==> src/rtl/gpio_bank_pkg.sv <==
// Shared register map constants and decode types for the banked GPIO block.
// Assumes byte addressing with 32-bit word registers.
package gpio_bank_pkg;

    localparam int MASK_BASE   = 'h000;
    localparam int IN_BASE     = 'h060;
    localparam int DIR_BASE    = 'h204;
    localparam int OE_BASE     = 'h208;
    localparam int BANK_STRIDE = 'h040;

    typedef enum logic [2:0] {
        REG_NONE,
        REG_MASKED,
        REG_INPUT,
        REG_DIR,
        REG_DRIVE
    } reg_kind_e;

    typedef struct packed {
        reg_kind_e  kind;
        logic [7:0] bank;
        logic       upper;
    } reg_sel_t;

endpackage

==> src/rtl/gpio_addr_decode.sv <==
// Maps a byte offset onto a register kind, bank index and half select.
// Assumes NUM_BANKS <= 256. Offsets that are misaligned or unmapped give REG_NONE.
module gpio_addr_decode
    import gpio_bank_pkg::*;
#(
    parameter int NUM_BANKS = 4,
    parameter int ADDR_W    = 12
) (
    input  logic [ADDR_W-1:0] addr,
    output reg_sel_t          sel
);

    localparam int MASK_END = MASK_BASE + 8 * NUM_BANKS;
    localparam int IN_END   = IN_BASE + 4 * NUM_BANKS;

    // Purpose: classify the offset; the first matching region wins.
    always_comb begin
        int a;
        a   = int'(addr);
        sel = '{kind: REG_NONE, bank: 8'd0, upper: 1'b0};
        if (addr[1:0] == 2'b00) begin
            if (a >= MASK_BASE && a < MASK_END) begin
                sel.kind  = REG_MASKED;
                sel.bank  = 8'((a - MASK_BASE) >> 3);
                sel.upper = addr[2];
            end else if (a >= IN_BASE && a < IN_END) begin
                sel.kind = REG_INPUT;
                sel.bank = 8'((a - IN_BASE) >> 2);
            end else begin
                for (int b = 0; b < NUM_BANKS; b++) begin
                    if (a == DIR_BASE + BANK_STRIDE * b) begin
                        sel.kind = REG_DIR;
                        sel.bank = 8'(b);
                    end
                    if (a == OE_BASE + BANK_STRIDE * b) begin
                        sel.kind = REG_DRIVE;
                        sel.bank = 8'(b);
                    end
                end
            end
        end
    end

endmodule

==> src/rtl/gpio_sync2.sv <==
// Two-flop synchroniser for a vector of asynchronous pad inputs.
// Assumes each bit is independent: there is no bus coherency across bits.
module gpio_sync2 #(
    parameter int W = 128
) (
    input  logic         clk,
    input  logic         rst_n,
    input  logic [W-1:0] d,
    output logic [W-1:0] q
);

    logic [W-1:0] meta_q;

    // Purpose: move pad levels through two register stages.
    always_ff @(posedge clk) begin
        if (!rst_n) begin
            meta_q <= '0;
            q      <= '0;
        end else begin
            meta_q <= d;
            q      <= meta_q;
        end
    end

endmodule

==> src/rtl/gpio_bank.sv <==
// One bank of pins: the output latch with masked half-bank update, the
// direction and drive-enable registers, and the driver gating.
// Assumes BANK_W is even. The write word is BANK_W bits wide: the upper half
// is the mask, the lower half the values.
module gpio_bank #(
    parameter int BANK_W = 32
) (
    input  logic              clk,
    input  logic              rst_n,
    input  logic              mask_we,
    input  logic              upper_sel,
    input  logic              dir_we,
    input  logic              drv_we,
    input  logic [BANK_W-1:0] wdata,
    output logic [BANK_W-1:0] out_q,
    output logic [BANK_W-1:0] dir_q,
    output logic [BANK_W-1:0] drv_q,
    output logic [BANK_W-1:0] drive_en
);

    localparam int HALF = BANK_W / 2;

    logic [HALF-1:0] keep_mask;
    logic [HALF-1:0] new_val;
    logic [HALF-1:0] old_half;
    logic [HALF-1:0] merged;

    // Purpose: merge new values into the selected half under the active-low mask.
    always_comb begin
        keep_mask = wdata[BANK_W-1:HALF];
        new_val   = wdata[HALF-1:0];
        old_half  = upper_sel ? out_q[BANK_W-1:HALF] : out_q[HALF-1:0];
        merged    = (old_half & keep_mask) | (new_val & ~keep_mask);
    end

    // Purpose: hold the output latch and the two control registers.
    always_ff @(posedge clk) begin
        if (!rst_n) begin
            out_q <= '0;
            dir_q <= '0;
            drv_q <= '0;
        end else begin
            if (mask_we) begin
                if (upper_sel) out_q[BANK_W-1:HALF] <= merged;
                else           out_q[HALF-1:0]      <= merged;
            end
            if (dir_we) dir_q <= wdata;
            if (drv_we) drv_q <= wdata;
        end
    end

    // Purpose: enable a driver only when the pin is an output and its drive is enabled.
    assign drive_en = dir_q & drv_q;

endmodule

==> src/rtl/gpio_banked_ctrl.sv <==
// Top of the banked GPIO controller. It decodes word accesses, fans write
// strobes out to the banks, synchronises the pad inputs and returns read
// data one cycle after a read request.
// Assumes BANK_W equals the 32-bit data path and accesses are word aligned.
module gpio_banked_ctrl
    import gpio_bank_pkg::*;
#(
    parameter int NUM_BANKS = 4,
    parameter int BANK_W    = 32,
    parameter int ADDR_W    = 12
) (
    input  logic                          clk,
    input  logic                          rst_n,
    input  logic                          req_valid,
    input  logic                          req_write,
    input  logic [ADDR_W-1:0]             req_addr,
    input  logic [BANK_W-1:0]             req_wdata,
    output logic                          rd_valid,
    output logic [BANK_W-1:0]             rd_data,
    input  logic [NUM_BANKS*BANK_W-1:0]   pin_in,
    output logic [NUM_BANKS*BANK_W-1:0]   pin_out,
    output logic [NUM_BANKS*BANK_W-1:0]   pin_oe
);

    localparam int PIN_W  = NUM_BANKS * BANK_W;
    localparam int HALF   = BANK_W / 2;
    localparam int BIDX_W = (NUM_BANKS > 1) ? $clog2(NUM_BANKS) : 1;

    reg_sel_t          sel;
    logic              wr_req;
    logic [PIN_W-1:0]  pin_sync;
    logic [BANK_W-1:0] out_a [NUM_BANKS];
    logic [BANK_W-1:0] dir_a [NUM_BANKS];
    logic [BANK_W-1:0] drv_a [NUM_BANKS];
    logic [BANK_W-1:0] in_a  [NUM_BANKS];
    logic [BANK_W-1:0] rd_mux;
    logic [BIDX_W-1:0] bidx;

    gpio_addr_decode #(
        .NUM_BANKS (NUM_BANKS),
        .ADDR_W    (ADDR_W)
    ) dec_i (
        .addr (req_addr),
        .sel  (sel)
    );

    gpio_sync2 #(.W(PIN_W)) sync_i (
        .clk   (clk),
        .rst_n (rst_n),
        .d     (pin_in),
        .q     (pin_sync)
    );

    assign wr_req = req_valid && req_write;
    assign bidx   = sel.bank[BIDX_W-1:0];

    for (genvar b = 0; b < NUM_BANKS; b++) begin : g_bank
        logic hit;
        assign hit = wr_req && (sel.bank == 8'(b));

        gpio_bank #(.BANK_W(BANK_W)) bank_i (
            .clk       (clk),
            .rst_n     (rst_n),
            .mask_we   (hit && sel.kind == REG_MASKED),
            .upper_sel (sel.upper),
            .dir_we    (hit && sel.kind == REG_DIR),
            .drv_we    (hit && sel.kind == REG_DRIVE),
            .wdata     (req_wdata),
            .out_q     (out_a[b]),
            .dir_q     (dir_a[b]),
            .drv_q     (drv_a[b]),
            .drive_en  (pin_oe[b*BANK_W +: BANK_W])
        );

        assign pin_out[b*BANK_W +: BANK_W] = out_a[b];
        assign in_a[b]                     = pin_sync[b*BANK_W +: BANK_W];
    end

    // Purpose: select the word a read returns; unmapped offsets give zero.
    always_comb begin
        rd_mux = '0;
        case (sel.kind)
            REG_MASKED: rd_mux = {{HALF{1'b0}},
                                  sel.upper ? out_a[bidx][BANK_W-1:HALF]
                                            : out_a[bidx][HALF-1:0]};
            REG_INPUT:  rd_mux = in_a[bidx];
            REG_DIR:    rd_mux = dir_a[bidx];
            REG_DRIVE:  rd_mux = drv_a[bidx];
            default:    rd_mux = '0;
        endcase
    end

    // Purpose: register the read return and its valid pulse.
    always_ff @(posedge clk) begin
        if (!rst_n) begin
            rd_valid <= 1'b0;
            rd_data  <= '0;
        end else begin
            rd_valid <= req_valid && !req_write;
            if (req_valid && !req_write) rd_data <= rd_mux;
        end
    end

endmodule

==> config.mk <==
export PLATFORM = sky130hd
export DESIGN_NAME = gpio_banked_ctrl
export DESIGN_NICKNAME = d
export VERILOG_FILES = /design/src/rtl/gpio_bank_pkg.sv /design/src/rtl/gpio_addr_decode.sv /design/src/rtl/gpio_sync2.sv /design/src/rtl/gpio_bank.sv /design/src/rtl/gpio_banked_ctrl.sv
export SDC_FILE = /design/constraint.sdc
export NUM_CORES = 1
export LEC_CHECK = 0
export ABC_CLOCK_PERIOD_IN_PS = 3650
export BUFFER_PORTS_ARGS = -buffer_cell sky130_fd_sc_hd__buf_2
export CAP_MARGIN = 30
export CORE_ASPECT_RATIO = 1.2
export CORE_MARGIN = 4
export CORE_UTILIZATION = 40
export CTS_BUF_LIST = sky130_fd_sc_hd__clkbuf_16
export DETAILED_ROUTE_END_ITERATION = 8
export GPL_TIMING_DRIVEN = 0
export SYNTH_ARGS = -nofsm -noshare
export SYNTH_HDL_FRONTEND = slang
export SYNTH_SLANG_ARGS = --single-unit
==> constraint.sdc <==
create_clock -name clk -period 3.65 [get_ports clk]
set_clock_uncertainty 0.15 [all_clocks]
set_input_delay 0.365 -clock clk [delete_from_list [all_inputs] [get_ports clk]]
set_output_delay 0.365 -clock clk [all_outputs]
set_load 0.01 [all_outputs]
==> results of run 1 <==
## worst paths after layout
kind              slack (ps)                    endpoint                        from  cells past startpoint
setup / recovery          80                 rd_data[14]                 req_addr[5]                     10
hold / removal             5  g_bank[3].bank_i.out_q[27]               req_wdata[27]                      4
setup reg to reg        1480                 rd_data[12]  g_bank[0].bank_i.drv_q[12]                      5
hold reg to reg          280                sync_i.q[56]           sync_i.meta_q[56]                      1
## worst reg2reg max path, cell delays in order, from the launching register on
cell	delay (ps)
dfxtp_1	330
mux2i_1	270
mux2i_1	170
a2111oi_0	770
buf_2	290
a21oi_1	70
## area by class of cell
cell class	instances	area, µm²
flip-flops and latches	673	13500
fillers	6861	34500
clock inverters	57	541
well taps	918	1150
plain buffers	277	1210
diodes	5	12.5
repair buffers	586	3630
clock buffers	72	1800
multi-input cells	2480	13700
inverters	1	3.75
## sequential cells by signal, summed over array words and instances (netlist names)
signal               flops
sync_i.meta_q          128
g_bank.bank_i.out_q    128
g_bank.bank_i.drv_q    128
rd_valid                 1
rd_data                 32
g_bank.bank_i.dir_q    128
sync_i.q               128
## through the flow
| stage | instance area [µm²] | setup WS (ps) |
|---|---|---|
| final | 35500 | 76.6 |
| after global routing | 35500 | 113 |
| after CTS | 35500 | 215 |
| after detailed placement | 31800 | -435 |
| after global placement | 31700 | -580 |
| after floorplan | 28400 | 906 |
## Yosys cell counts, types with 12 or more instances
cell type and count:
a31oi_1 75, nand2_1 1158, buf_4 17, a21boi_0 307
nor4_1 31, and3_1 17, nand3_1 18, mux2i_1 90
o21ai_0 36, o22ai_1 31, buf_2 58, dfxtp_1 673
a21oi_1 143, mux4_2 26, a21boi_1 77, nor2_1 24
nor3_1 12, clkbuf_1 192, and2_1 386
## cells by family after synthesis
| logic type | Yosys count |
|---|---|
| flip-flops | 673 |
| AND/OR/NAND/NOR | 1666 |
| multiplexers | 116 |
| adder cells (fa/ha/maj) | 1 |
| XOR/XNOR | 2 |
| buffers and inverters | 278 |
| AO/OA/AOI/OAI | 695 |
## power by group
part           switching (mW)  internal, mW  total [mW]  leakage, nW
Clock                    3.27          4.15        7.42         1.19
Sequential             0.0417          7.50        7.54         5.48
Combinational           0.503         0.364       0.867         7.01
Total                    3.81          12.0        15.8         13.7
## layout by cell type (no fill, tap or decap), types with 15 or more instances in the layout
master	n
a21boi_0	307
a21boi_1	77
a21oi_1	143
a31oi_1	75
and2_1	386
and3_1	17
buf_2	506
buf_4	17
clkbuf_1	192
clkbuf_16	72
clkinv_1	15
dfxtp_1	673
dlygate4sd3_1	137
mux2i_1	90
mux4_2	26
nand2_1	1158
nand3_1	18
nor2_1	24
nor4_1	31
o21ai_0	36
o22ai_1	31
## layer usage
metal | part of all wire, % | track usage [%] | wire length (µm) | up-vias
li1 | - | - | - | 12600
met2 | 46 | 54.4 | 60300 | 1570
met3 | 9.7 | 7.54 | 12800 | 366
met1 | 38 | 41.0 | 49700 | 13100
met5 | 0.0098 | 0 | 13 | -
met4 | 7.1 | 20.1 | 9440 | 2
## timing repair
item	in CTS	in global routing
hold buffers	137	0
hold endpoints to repair	156	0
setup endpoints to repair	0	0
==> impl_metrics.yaml, run 1 <==
status:
  run_status: "finished, final reports clean"
floorplanning:
  fp.dieArea_mm2: 0.0752
  pin_count: 465
  die_x_um: 251
  num_rows: 106
  start_util_pct: 40.5
  core_mm2: 0.0700
  die_h_um: 300
route:
  drtIter0Drc: 2787
  first_pass_iters: 8
  viasPerCell: 5.46
  vias: 27700
  wl_per_cell_um: 26.1
  ant_nets: 0
  wirelength_mm: 132
  drc: 0
timing:
  tns_ps: 0
  worstMarginPinSlew_ps: 1110
  relSlewSlack_pct: 25.8
  finalCritPeriodShare_pct: 97.9
  finalSetupViolCount: 0
  finalCriticalPeriod_ps: 3570
  slew_violations: 0
  hold_viol_final: 0
  fin_hold_ws_ps: 5.19
  fmax_ghz: 0.280
  rsz0062_at_grt: "no"
power:
  leakagePower_nw: 13.7
  fin_total_pwr_mw: 15.8
  peakVddDrop_mv: 0.378
  power_density_mw_per_mm2: 446
final_layout:
  stdcell_count: 5069
  nNetsFinal: 4268
  drive_gt1_share_pct: 16.2
  final_util_pct: 50.7
  syn2layout_area_growth_pct: 25.2
critical_path:
  cp-end-kind: "flip-flop"
  critPathMaxFanout: 10
  cp_top_family: "compound AO/OA/AOI/OAI gates"
  crit_required_ps: 4080
  cp_cell_sequence: "buf_2 -> nor4b_4 -> nand4_1 -> a221oi_2 -> buf_4 -> nand2_1 -> clkbuf_1 -> a21oi_1 -> a2111oi_2 -> a21oi_1"
  slowest_stage: "a221oi_2"
  path_class: "primary input to flip-flop"
  max_stage_delay_ps: 830
  crit_top_cell: "a21oi_1"
  arrival_ps: 4000
  critPathBufInv: 3
  startpoint_type: "primary input"
cts:
  cts_resized: 0
  post_cts_buffers: 0
  clock-root-buffer: "clkbuf_16"
  cts_buffer_depth: 3
  cts_tree: "yes"
  clock-sinks: 673
  cts-htree-levels: 3
  cts_made_buffers: 72
  clk_pin_slew_worst_paths_ps: 70
  clock_latency_ps: 640
logic_synthesis:
  synth_edf_count: 0
  ys_ff_latch: 673
  yosys.area_share.simple_pct: 26.4
  synth_mux_area_share_pct: 5.24
  yosysTopAreaCellShare_pct: 47.5
  async_flop_share_pct: 0
  synth_compound_gate_area_share_pct: 16.5
  synth_fa_ha_area_share_pct: 0.0441
  synth_top_area_cell: "dfxtp_1"
  postSynthAreaPerCell_um2: 8.26
  synth-seq-area-share_pct: 47.5
  syn-num-nets: 3608
  synth_xor_area_share_pct: 0.0618
  synthCells: 3431
  yosysUniqueCellTypes: 48
  synth_area_leaders: "dfxtp_1 48%, nand2_1 15%, and2_1 8.5%, a21boi_0 8.1%, mux2i_1 3.2%"
  synth_area_mm2: 0.0284
  synth_flop_cell: "dfxtp_1"
  synth_top_family_by_area: "simple AND/OR/NAND/NOR gates"
  yosys_warnings: 0
global_route:
  grt_pass1_vias: 26200
  grt_pass1_wl_mm: 185
  grt_usage_pct: 33.7
  gr-total-overflow: 0
  grt_max_degree: 16
  antenna_found_initial: 4
run:
  cap_violations: 0
worst_hold_path:
  hold_path.class: "primary input to flip-flop"
placement:
  port_buffers: 447
  place_hpwl_mm: 101
  gp_congestion: 0.964
  dp.cells: 4798
(Power assumes the default switching activity.)
==> inputs of run 2 (changes only) <==
--- a/config.mk
+++ b/config.mk
@@ -8,7 +8,7 @@
 export ABC_CLOCK_PERIOD_IN_PS = 3650
 export BUFFER_PORTS_ARGS = -buffer_cell sky130_fd_sc_hd__buf_2
 export CAP_MARGIN = 30
-export CORE_ASPECT_RATIO = 1.2
+export CORE_ASPECT_RATIO = 0.75
 export CORE_MARGIN = 4
 export CORE_UTILIZATION = 40
 export CTS_BUF_LIST = sky130_fd_sc_hd__clkbuf_16
==> run 2 against run 1 <==
Combinational power is 3.7% higher. Register-to-register slack worse by 230 ps. Critical path depth stayed put. Sequential share of layout area hardly changed. Critical endpoint unchanged. Worst hold slack better by 19 ps. Clock-buffer cell count is 3 lower. Largest power group unchanged.
==> impl_metrics.yaml, run 2 (same netlist as run 1, synthesis figures left out) <==
worst_hold_path:
  hold_path.class: "primary input to flip-flop"
  worstHoldEndpoint: "g_bank[1].bank_i.out_q[16]"
  min_path_cells: 4
  hold_start: "req_wdata[16]"
timing:
  finalCritPeriodShare_pct: 99.1
  hold_viol_final: 0
  slew_violations: 0
  worst_slack_ps: 32.0
  rsz0062_at_grt: "no"
  finalCriticalPeriod_ps: 3620
  fmax_ghz: 0.276
  fin_hold_ws_ps: 24.6
  worstMarginPinSlew_ps: 1150
  relSlewSlack_pct: 23.6
  finalSetupViolCount: 0
cts:
  cts-htree-levels: 3
  cts_made_buffers: 69
  cts_buffer_depth: 3
  clock_latency_ps: 630
  post_cts_buffers: 0
  cts_tree: "yes"
  clk_pin_slew_worst_paths_ps: 60
  clock-sinks: 673
  clock-root-buffer: "clkbuf_16"
route:
  wl_per_cell_um: 26.3
  drtIter0Drc: 3731
  wirelength_mm: 134
  viasPerCell: 5.59
  ant_nets: 0
  first_pass_iters: 7
  drc: 0
  vias: 28500
global_route:
  gr-total-overflow: 0
  antenna_found_initial: 8
  grt_max_degree: 16
  grt_pass1_wl_mm: 188
  grt_usage_pct: 34.5
  grt_pass1_vias: 26600
floorplanning:
  core_mm2: 0.0702
  fp.dieArea_mm2: 0.0753
  die_h_um: 239
  num_rows: 84
  start_util_pct: 40.4
  die_x_um: 315
  pin_count: 465
run:
  cap_violations: 0
critical_path:
  reg2reg_slack_ps: 1250
  path_class: "primary input to flip-flop"
  slowest_stage: "a221oi_4"
  startpoint_type: "primary input"
  cp_cell_sequence: "buf_2 -> nor4_1 -> nand4_1 -> a221oi_4 -> buf_4 -> nand2_1 -> clkbuf_2 -> a21oi_1 -> a2111oi_2 -> a21oi_1"
  cp-end-kind: "flip-flop"
  arrival_ps: 4020
  max_stage_delay_ps: 640
  crit_required_ps: 4050
  critPathMaxFanout: 10
  crit_top_cell: "a21oi_1"
  r2r_start: "g_bank[1].bank_i.out_q[28]"
  rr_endpoint: "rd_data[12]"
  rr_worst_depth: 5
  crit_start: "req_addr[8]"
status:
  run_status: "finished, final reports clean"
power:
  power_density_mw_per_mm2: 438
  peakVddDrop_mv: 0.317
  fin_total_pwr_mw: 15.5
  leakagePower_nw: 13.7
placement:
  gp_congestion: 1.01
  place_hpwl_mm: 100
  pre_cts_slack_ps: -810
  port_buffers: 447
final_layout:
  final_util_pct: 50.5
  layout_common_cells: "1158 x nand2_1, 673 x dfxtp_1, 506 x buf_2"
  nNetsFinal: 4269
  final_common_cell: "nand2_1"
  syn2layout_area_growth_pct: 25.1
  drive_gt1_share_pct: 16.4
==> run 2: final cells by class <==
type                    count  area [µm²]
fillers                  6956       34700
plain buffers             277        1220
clock inverters            56         468
clock buffers              69        1730
multi-input cells        2480       13700
inverters                   1        3.75
diodes                      5        12.5
well taps                 946        1180
repair buffers            590        3710
flip-flops and latches    673       13500
==> run 2: metal layers <==
layer  vias to the layer above  track usage, %  wire (µm)
met5                         -               0         35
met4                         4            14.6       6900
met3                       367            9.99      17100
met2                      1890            50.4      55100
met1                     13600            47.5      55100
li1                      12600               -          -
==> run 2: worst max-delay path by stage <==
stage                                           end  slack (ps)  cells past startpoint
after floorplan                          rd_data[4]         910                      7
after global placement                  rd_data[14]        -880                     10
after detailed placement                rd_data[14]        -810                     10
after CTS                               rd_data[14]          20                     10
after global routing      g_bank[1].bank_i.dir_q[7]           4                     12
final                                   rd_data[14]          30                     10
==> run 2: critical path, delay by kind of cell <==
family	cells	cell delay (ps)
AND/OR/NAND/NOR	3	1100
AO/OA/AOI/OAI	4	1510
buffers and inverters	3	1010
==> run 2: repair_timing <==
action	in CTS	in global routing
endpoints found under the hold margin	149	0
pin swaps	0	0
setup endpoints to repair	2	56
gates resized for setup	1	25
hold buffers	136	0
==> run 2: power by group <==
group | switching [mW] | internal [mW]
registers | 0.0404 | 7.49
logic | 0.528 | 0.371
clock network | 3.18 | 3.91
total | 3.75 | 11.8
==> run 2: through the flow <==
stage | TNS [ps] | area (µm²) | instances
CTS | 0 | 35400 | 5089
finish | 0 | 35500 | 5097
detailed placement | -75450 | 31800 | 4828
global route | 0 | 35500 | 5093
floorplan | 0 | 28400 | 3431
global placement | -73990 | 31800 | 4824
